$ cat src/rtl/rational_mantissa_adder.sv
module rational_mantissa_adder #(
  parameter int FW   = 16,
  parameter int PMAX = 32,
  parameter int EW   = 64
) (
  input  logic                     clk,
  input  logic                     rst_n,
  input  logic                     start,
  input  logic                     a_sign,
  input  logic [FW-1:0]            a_fix,
  input  logic [PMAX-1:0]          a_per,
  input  logic [$clog2(PMAX+1)-1:0] a_plen,
  input  logic                     b_sign,
  input  logic [FW-1:0]            b_fix,
  input  logic [PMAX-1:0]          b_per,
  input  logic [$clog2(PMAX+1)-1:0] b_plen,
  output logic                     busy,
  output logic                     done,
  output logic                     r_sign,
  output logic                     r_int,
  output logic [FW-1:0]            r_fix,
  output logic [EW-1:0]            r_per,
  output logic [$clog2(EW+1)-1:0]  r_plen,
  output logic                     r_approx,
  output logic                     r_ones
);
  localparam int LW  = $clog2(PMAX+1);
  localparam int RLW = $clog2(EW+1);
  localparam int XW  = EW + PMAX;
  localparam int CW  = $clog2(XW+1) + 1;

  typedef enum logic [1:0] {S_IDLE, S_LCM, S_REP, S_ADD} st_t;
  st_t st;

  logic          sa, sb;
  logic [FW-1:0] fa, fb;
  logic [XW-1:0] pa, pb, xa, xb;
  logic [LW-1:0] la, lb;
  logic [CW-1:0] ma, mb;
  logic [RLW-1:0] len;
  logic signed [CW-1:0] ra, rb;
  logic          apx;

  function automatic logic [XW-1:0] low_mask(input logic [LW-1:0] n);
    return ~({XW{1'b1}} << n);
  endfunction

  assign busy = (st != S_IDLE);

  logic [CW-1:0] ova, ovb;
  logic [EW-1:0] ea, eb;
  assign ova = CW'(-ra);
  assign ovb = CW'(-rb);
  assign ea  = EW'(xa >> ova);
  assign eb  = EW'(xb >> ovb);

  logic          sub, pc, fc, neg;
  logic [EW:0]   lmask, pbx, psum, ps, pinc, psel, pfin;
  logic [FW:0]   fsum;
  logic [FW-1:0] ffin;

  assign sub   = sa ^ sb;
  assign lmask = ~({(EW+1){1'b1}} << len);
  assign pbx   = sub ? (~{1'b0, eb} & lmask) : {1'b0, eb};
  assign psum  = {1'b0, ea} + pbx;
  assign pc    = psum[len];
  assign ps    = psum & lmask;
  assign pinc  = (ps + (EW+1)'(pc)) & lmask;
  assign psel  = pc ? pinc : ps;
  assign fsum  = {1'b0, fa} + {1'b0, (sub ? ~fb : fb)} + (FW+1)'(pc);
  assign fc    = fsum[FW];
  assign neg   = sub & ~fc;
  assign pfin  = neg ? (~psel & lmask) : psel;
  assign ffin  = neg ? ~fsum[FW-1:0] : fsum[FW-1:0];

  logic rint, rzero, rsgn;
  assign rint  = ~sub & fc;
  assign rzero = (pfin == '0) && (ffin == '0) && !rint;
  assign rsgn  = rzero ? 1'b0 : ((sub && !fc) ? sb : sa);

  always_ff @(posedge clk or negedge rst_n) begin
    if (!rst_n) begin
      st <= S_IDLE; done <= 1'b0;
      sa <= 1'b0; sb <= 1'b0; fa <= '0; fb <= '0;
      pa <= '0; pb <= '0; xa <= '0; xb <= '0;
      la <= '0; lb <= '0; ma <= '0; mb <= '0;
      len <= '0; ra <= '0; rb <= '0; apx <= 1'b0;
      r_sign <= 1'b0; r_int <= 1'b0; r_fix <= '0; r_per <= '0;
      r_plen <= '0; r_approx <= 1'b0; r_ones <= 1'b0;
    end else begin
      done <= 1'b0;
      case (st)
        S_IDLE: if (start) begin
          sa <= a_sign; sb <= b_sign; fa <= a_fix; fb <= b_fix;
          pa <= XW'(a_per) & low_mask(a_plen);
          pb <= XW'(b_per) & low_mask(b_plen);
          la <= a_plen; lb <= b_plen;
          ma <= CW'(a_plen); mb <= CW'(b_plen);
          xa <= '0; xb <= '0; apx <= 1'b0;
          st <= S_LCM;
        end
        S_LCM: begin
          if (ma == mb) begin
            len <= RLW'(ma); ra <= $signed(ma); rb <= $signed(mb);
            st <= S_REP;
          end else if (ma > CW'(EW) || mb > CW'(EW)) begin
            len <= RLW'(EW); apx <= 1'b1;
            ra <= $signed(CW'(EW)); rb <= $signed(CW'(EW));
            st <= S_REP;
          end else if (ma < mb) ma <= ma + CW'(la);
          else mb <= mb + CW'(lb);
        end
        S_REP: begin
          if (ra > 0) begin
            xa <= (xa << la) | pa;
            ra <= ra - $signed(CW'(la));
          end
          if (rb > 0) begin
            xb <= (xb << lb) | pb;
            rb <= rb - $signed(CW'(lb));
          end
          if (ra <= 0 && rb <= 0) st <= S_ADD;
        end
        S_ADD: begin
          r_sign <= rsgn; r_int <= rint; r_fix <= ffin;
          r_per <= pfin[EW-1:0]; r_plen <= len; r_approx <= apx;
          r_ones <= (pfin == lmask);
          done <= 1'b1;
          st <= S_IDLE;
        end
        default: st <= S_IDLE;
      endcase
    end
  end

  a_r1_done_pulse: assert property (@(posedge clk) disable iff (!rst_n)
    done |=> !done);
  a_r1_done_idle: assert property (@(posedge clk) disable iff (!rst_n)
    done |-> !busy);
  a_r2_len_nonzero: assert property (@(posedge clk) disable iff (!rst_n)
    done |-> (r_plen != '0 && r_plen <= RLW'(EW)));
  a_r6_approx_len: assert property (@(posedge clk) disable iff (!rst_n)
    (done && r_approx) |-> (r_plen == RLW'(EW)));
  a_r7_ones_nonzero: assert property (@(posedge clk) disable iff (!rst_n)
    (done && r_ones) |-> (r_per != '0));
  a_r8_zero_positive: assert property (@(posedge clk) disable iff (!rst_n)
    (done && r_fix == '0 && r_per == '0 && !r_int) |-> !r_sign);
endmodule

$ cat config.mk
export PLATFORM = sky130hd
export DESIGN_NAME = rational_mantissa_adder
export DESIGN_NICKNAME = d
export VERILOG_FILES = /design/src/rtl/rational_mantissa_adder.sv
export SDC_FILE = /design/constraint.sdc
export NUM_CORES = 2
export LEC_CHECK = 0
export BUFFER_PORTS_ARGS = -buffer_cell sky130_fd_sc_hd__buf_2
export CORE_MARGIN = 1
export CORE_UTILIZATION = 45
export CTS_CLUSTER_SIZE = 12
export DETAILED_ROUTE_END_ITERATION = 16
export SETUP_SLACK_MARGIN = 0.2
export SLEW_MARGIN = 20
export SYNTH_ARGS = -nofsm -noshare
export SYNTH_HDL_FRONTEND = slang
export SYNTH_SLANG_ARGS = --single-unit
$ cat constraint.sdc
create_clock -name clk -period 13.3 [get_ports clk]
set_input_delay 2.66 -clock clk [delete_from_list [all_inputs] [get_ports clk]]
set_output_delay 2.66 -clock clk [all_outputs]
set_load 0.02 [all_outputs]
; After elaboration in Yosys (flattened, before gate mapping)
; Index checks and enable logic that the tools add are counted.
[totals]
regBits = 564
in_bits = 113
output_inout_bits = 93
word_cells = 153
[op_classes]
eq_ne = 15
n_mux = 43
n_reduce_logical = 25
shifts = 7
n_bitwise = 20
n_addsub = 10
order_cmp = 8
[op_table]
columns = op, n
row1 = $pmux W96 S2, 2
row2 = $mux W96, 3
row3 = $and A65 B65 Y65, 4
row4 = $mux W65, 3
row5 = $and A32 B96 Y96, 2
row6 = $not A96 Y96, 2
row7 = $or A96 B96 Y96, 2
row8 = $shl A96 B6 Y96, 2
row9 = $shl A96 B6 Y96 const A, 2
row10 = $shr A96 B8 Y64, 2
row11 = $not A65 Y65, 2
row12 = $mux W8, 13
row13 = $add A64 B65 Y65, 1
row14 = $add A65 B1 Y65, 1
row15 = $eq A65 B65 Y1, 1
row16 = $logic_not A65 Y1, 1
row17 = $not A64 Y65, 1
row18 = $shl A65 B7 Y65 const A, 1
row19 = $pmux W8 S2, 4
row20 = $mux W16, 2
row21 = $not A16 Y16, 2
row22 = $ne A2 B2 Y1 const B, 9
row23 = $add A16 B16 Y17, 1
row24 = $add A17 B1 Y17, 1
row25 = 31 further kinds, 64

; Longest topological paths before layout
[logic_depth]
word_depth = 18
mapped_depth = 57
ltp_nobuf = 46

; Least setup slack after synthesis
; OpenSTA, ideal clock, no wires.
[synth_timing]
path_kind = register to register
start = register rb[0]
end = register r_ones
t_required_ps = 13199
arrival_ps = 11644
setup_time_ps = 101
slack_ps = 1555
synth_period_minus_slack_ps = 11745
path_buffers = 14
stages_incl_launch_ff = 52
path_cell_list = dfrtp_1 > clkbuf_1 > buf_1 > inv_1 > ha_1 > clkbuf_1 > clkbuf_1 > clkbuf_1 > clkbuf_1 > nand2_1 > o21ai_0 > nor2_1 > a311o_1 > nand3_1 > o211ai_1 > o21ai_0 > o22ai_1 > nand2_1 > [... 16 more ...] > buf_1 > clkbuf_1 > fa_1 > fa_1 > nand2b_1 > a21oi_1 > nor3b_1 > o21ai_0 > and2_1 > clkbuf_1 > clkbuf_1 > buf_1 > clkbuf_1 > buf_1 > xnor2_1 > a221oi_1 > nand4_1 > o32ai_1
[synth_between]
elab_chain_cells = 15
elab_cells_between_ends = 19
classes_between = 4 x add/sub / 1 x eq/ne / 1 x shift / 5 x mux / 8 x bitwise
[synth_rtl]
columns = item, line_no
row1 = "start, declared", 41  ; logic signed [CW-1:0] ra, rb;
row2 = "start signal, assigned", 104  ; len <= RLW'(ma); ra <= $signed(ma); rb <= $signed(mb);
row3 = "start signal, assigned", 108  ; ra <= $signed(CW'(EW)); rb <= $signed(CW'(EW));
row4 = "start signal, assigned", 120  ; rb <= rb - $signed(CW'(lb));
row5 = $neg A8 Y8 *, 53  ; assign ovb = CW'(-rb);
row6 = $shr A96 B8 Y64 *, 55  ; assign eb = EW'(xb >> ovb);
row7 = $not A64 Y65, 64  ; assign pbx = sub ? (~{1'b0, eb} & lmask) : {1'b0, eb};
row8 = $and A65 B65 Y65, 64
row9 = $mux W65 *, 64
row10 = $add A64 B65 Y65 *, 65  ; assign psum = {1'b0, ea} + pbx;
row11 = $bmux W1 S7, 66  ; assign pc = psum[len];
row12 = $mux W1 (not written as such), 66
row13 = $add A65 B1 Y65, 68  ; assign pinc = (ps + (EW+1)'(pc)) & lmask;
row14 = $and A65 B65 Y65, 68
row15 = $mux W65, 69  ; assign psel = pc ? pinc : ps;
row16 = $not A65 Y65, 73  ; assign pfin = neg ? (~psel & lmask) : psel;
row17 = $and A65 B65 Y65, 73
row18 = $mux W65 *, 73
row19 = $eq A65 B65 Y1 *, 127  ; r_ones <= (pfin == lmask);
row20 = "end signal, assigned", 127
row21 = "end, declared", 25  ; output logic r_ones
; Mark *: on every way between the ends. The rest lies on a longest branch, timed or not. The select of a mux whose other input is x is not followed.
; A chain may end at the register's enable or synchronous reset.

; Worst setup path after layout
; Same ends and word-level chain as after synthesis.

==> metrics.txt <==
status finished, final reports clean; CTS clk-pin slew, worst paths 60 ps; Core ar. 122,000 um2; wire length per cell 30.1 um; # rows 128; DR iter-0 viols 7,915; initial antenna violation count 10; reg-to-reg endpoint r_ones$_DFFE_PN0P_; Post-Route Skew 48.7 ps; global-route usage over all layers 41.7%; fmax 78.9 MHz; clk_lat worst skew 690 ps; CTS Buf Count 53; Avg Cell Area, Syn 7.55 um2; number of buffers added on ports 205; Hold Path Class flip-flop to flip-flop; Yosys top cell area share 19.8%; syn_nets 7,542; final hold slack 465 ps; pin count of the biggest net entering global routing 152; gpl congestion 1.08; Worst Hold Path EP pa[28]$_DFFE_PN0P_; root buffer cell clkbuf_16; CP max stage delay 640 ps; period utilisation layout 95.3%; Synth warnings 0; # setup viols final 0; Worst Path Max Fanout 44; GRT Max-Usage Layer met2; GR Overflow Total 0; Yosys reg bits 436; Rel. slew slack 19.0%; Multi-input gate area 42,100 um2; DRT Wirelength 269 mm; first-pass GRT wire length 389 mm; HPWL Detailed 210 mm; Clock Tree Buf Depth 3; Setup WS post-layout 621 ps; Synth Area in XOR/XNOR 3.63%; Max VDD drop 0.000117 V; top area cells in the synthesized netlist dfrtp_1 (20%), mux4_2 (13%), nand2_1 (10%), o21ai_0 (6.7%), mux2i_1 (6.1%); Worst Min Path Start pa[28]$_DFFE_PN0P_; Slew @ Worst Pin 1200 ps; Max Cap Viol 0; Post-synth top cells nand2_1 (1,541), o21ai_0 (737), nor2_1 (678); Die Area 124,000 um2; Synth Area in Adders 2.95%; chip width 352 um; vias in the first global route 56,057; met2 Usage GRT 62.4%; Synth cell types 116; Layout Nets 7,506; starting density of the core 45.3%; asr flop ratio synth 100%; Pins Over Slew Limit 0; crit end category flip-flop; # DRC 0; Post-Route Utilization 50.0%; Compound-Gate Fraction of Synth Area 23.2%; TritonRoute pass-1 iters 6; pre-CTS WS 59.0 ps; post-synthesis mux area share 21.7%; Worst Setup Start Kind flip-flop; DR vias 60,796; met1 usage 56.1%; Period minus WS final 12,680 ps; Antenna Nets Post-Route 0; CTS tree built; cell with the most instances after synthesis nand2_1; final hold violation count 0; Mapped Area 55,200 um2; Tot Pwr 3.01 mW; Layout area overhead 10.4%; Post-synth EDFFs 0; DIE HEIGHT 352 um; WS Path Type flip-flop to flip-flop; Slowest-stage cell, CP nor4_1; power density over cell area 49.4 nW/um2; Synth area leader dfrtp_1; layout filler cell count 12,093; simple-gate area share of the yosys netlist 23.7%; top_reg_cell synth dfrtp_1; clock sink total 436; reg2reg path depth 46; Register Area 10,900 um2; cell count after synthesis 7,303; hold depth 2; Vias per Instance 6.80; R2R setup slack 620 ps; met3 GRT Util 8.35%; layout cells sized above 1 16.7%; H-tree levels 2; Pleak 24.9 nW; Reg-to-Reg Start rb[0]$_DFFE_PN0P_; largest family of logic cells by synthesized area simple AND/OR/NAND/NOR gates; Data required, critical path 13,840 ps; RSZ-0062 raised after global routing no; part of the Yosys area used for sequential elements 19.8%; arrival time at the worst endpoint 13,220 ps; I/O Pins 206
==> layer usage <==
metal | vias to the layer above | routed length [um]
met2 | 3845 | 116000
met1 | 29501 | 108000
li1 | 26845 | -
met3 | 601 | 27500
met4 | 4 | 18100
met5 | - | 34
==> through the flow <==
step	std cells	setup TNS [ps]	instance area [um2]
final	8940	0	60900
after floorplan	7303	0	55200
after CTS	8916	0	60400
after global routing	8940	0	60900
after detailed placement	8818	0	58500
after global placement	8818	-162	58500
==> state kept, by name (all words and copies together) (netlist names), 2 cells and up <==
| name | flops |
|---|---|
| pb | 32 |
| len | 7 |
| ra | 8 |
| fa | 16 |
| la | 6 |
| xa | 96 |
| r_plen | 7 |
| pa | 32 |
| lb | 6 |
| ma | 8 |
| r_fix | 16 |
| mb | 8 |
| r_per | 64 |
| rb | 8 |
| fb | 16 |
| xb | 96 |
| st | 2 |
==> how the worst max path moves through the flow <==
stage | start | to | cells after the start
after CTS | rb[0]$_DFFE_PN0P_ | r_ones$_DFFE_PN0P_ | 46
final | rb[0]$_DFFE_PN0P_ | r_ones$_DFFE_PN0P_ | 46
after detailed placement | rb[0]$_DFFE_PN0P_ | r_sign$_DFFE_PN0P_ | 45
after floorplan | rb[0]$_DFFE_PN0P_ | r_ones$_DFFE_PN0P_ | 51
after global placement | rb[0]$_DFFE_PN0P_ | r_sign$_DFFE_PN0P_ | 44
after global routing | rb[0]$_DFFE_PN0P_ | r_sign$_DFFE_PN0P_ | 47
==> worst max-delay path: cells and delay by family, from the launching register on <==
kind / cells / cell delay [ps]
AND/OR/NAND/NOR: 17 / 4110
multiplexers: 2 / 630
flip-flops: 1 / 440
adder cells (fa/ha/maj): 4 / 1920
XOR/XNOR: 1 / 230
AO/OA/AOI/OAI: 16 / 3740
buffers and inverters: 6 / 1390
==> layout by cell type, fill, tap and decap left out, drive strengths merged, types with 93 or more instances in the layout <==
master  count
buf       492
a211oi    115
nand3     196
mux2i     338
ha        119
inv       114
dfrtp     436
o21ai     748
mux4      329
nor2      680
a21oi     430
xnor2     173
nand2    1543
o22ai      93
mux2      105
nor3      125
==> logic make-up (layout without fill, tap and decap cells) <==
group / Yosys count / in the layout
AOI/OAI and AO/OA: 2049 / 2049
adders and majority gates: 126 / 126
and+or+nand+nor: 2990 / 2990
buffers and inverters: 702 / 706
xor gates and xnor gates: 228 / 231
muxes: 772 / 772
other: 0 / 5
DFF: 436 / 436
==> power breakdown <==
| group | switching, mW | internal, mW | total, mW |
|---|---|---|---|
| clock network | 0.670 | 0.950 | 1.62 |
| logic | 0.0474 | 0.0169 | 0.0643 |
| registers | 0 | 1.33 | 1.33 |
==> layout make-up <==
| type | count | share of cell area (%) |
|---|---|---|
| multi-input combinational | 6168 | 69.2 |
| sequential | 436 | 18.0 |
| timing repair buffer | 492 | 5.62 |
| tap | 1625 | 3.34 |
| clock buffer | 67 | 2.38 |
| clock inverter | 31 | 0.742 |
| inverter | 116 | 0.730 |
| antenna | 5 | 0.0206 |
==> timing repair <==
action / CTS / global route
setup endpoints to repair: 2 / 12
gates resized for setup: 3 / 62
gates cloned: 0 / 3
buffers inserted: 0 / 15
pin swaps: 0 / 7
hold endpoints to repair: 0 / 0
hold buffers: 0 / 0
Note: power is estimated with default switching activity, not from simulation.
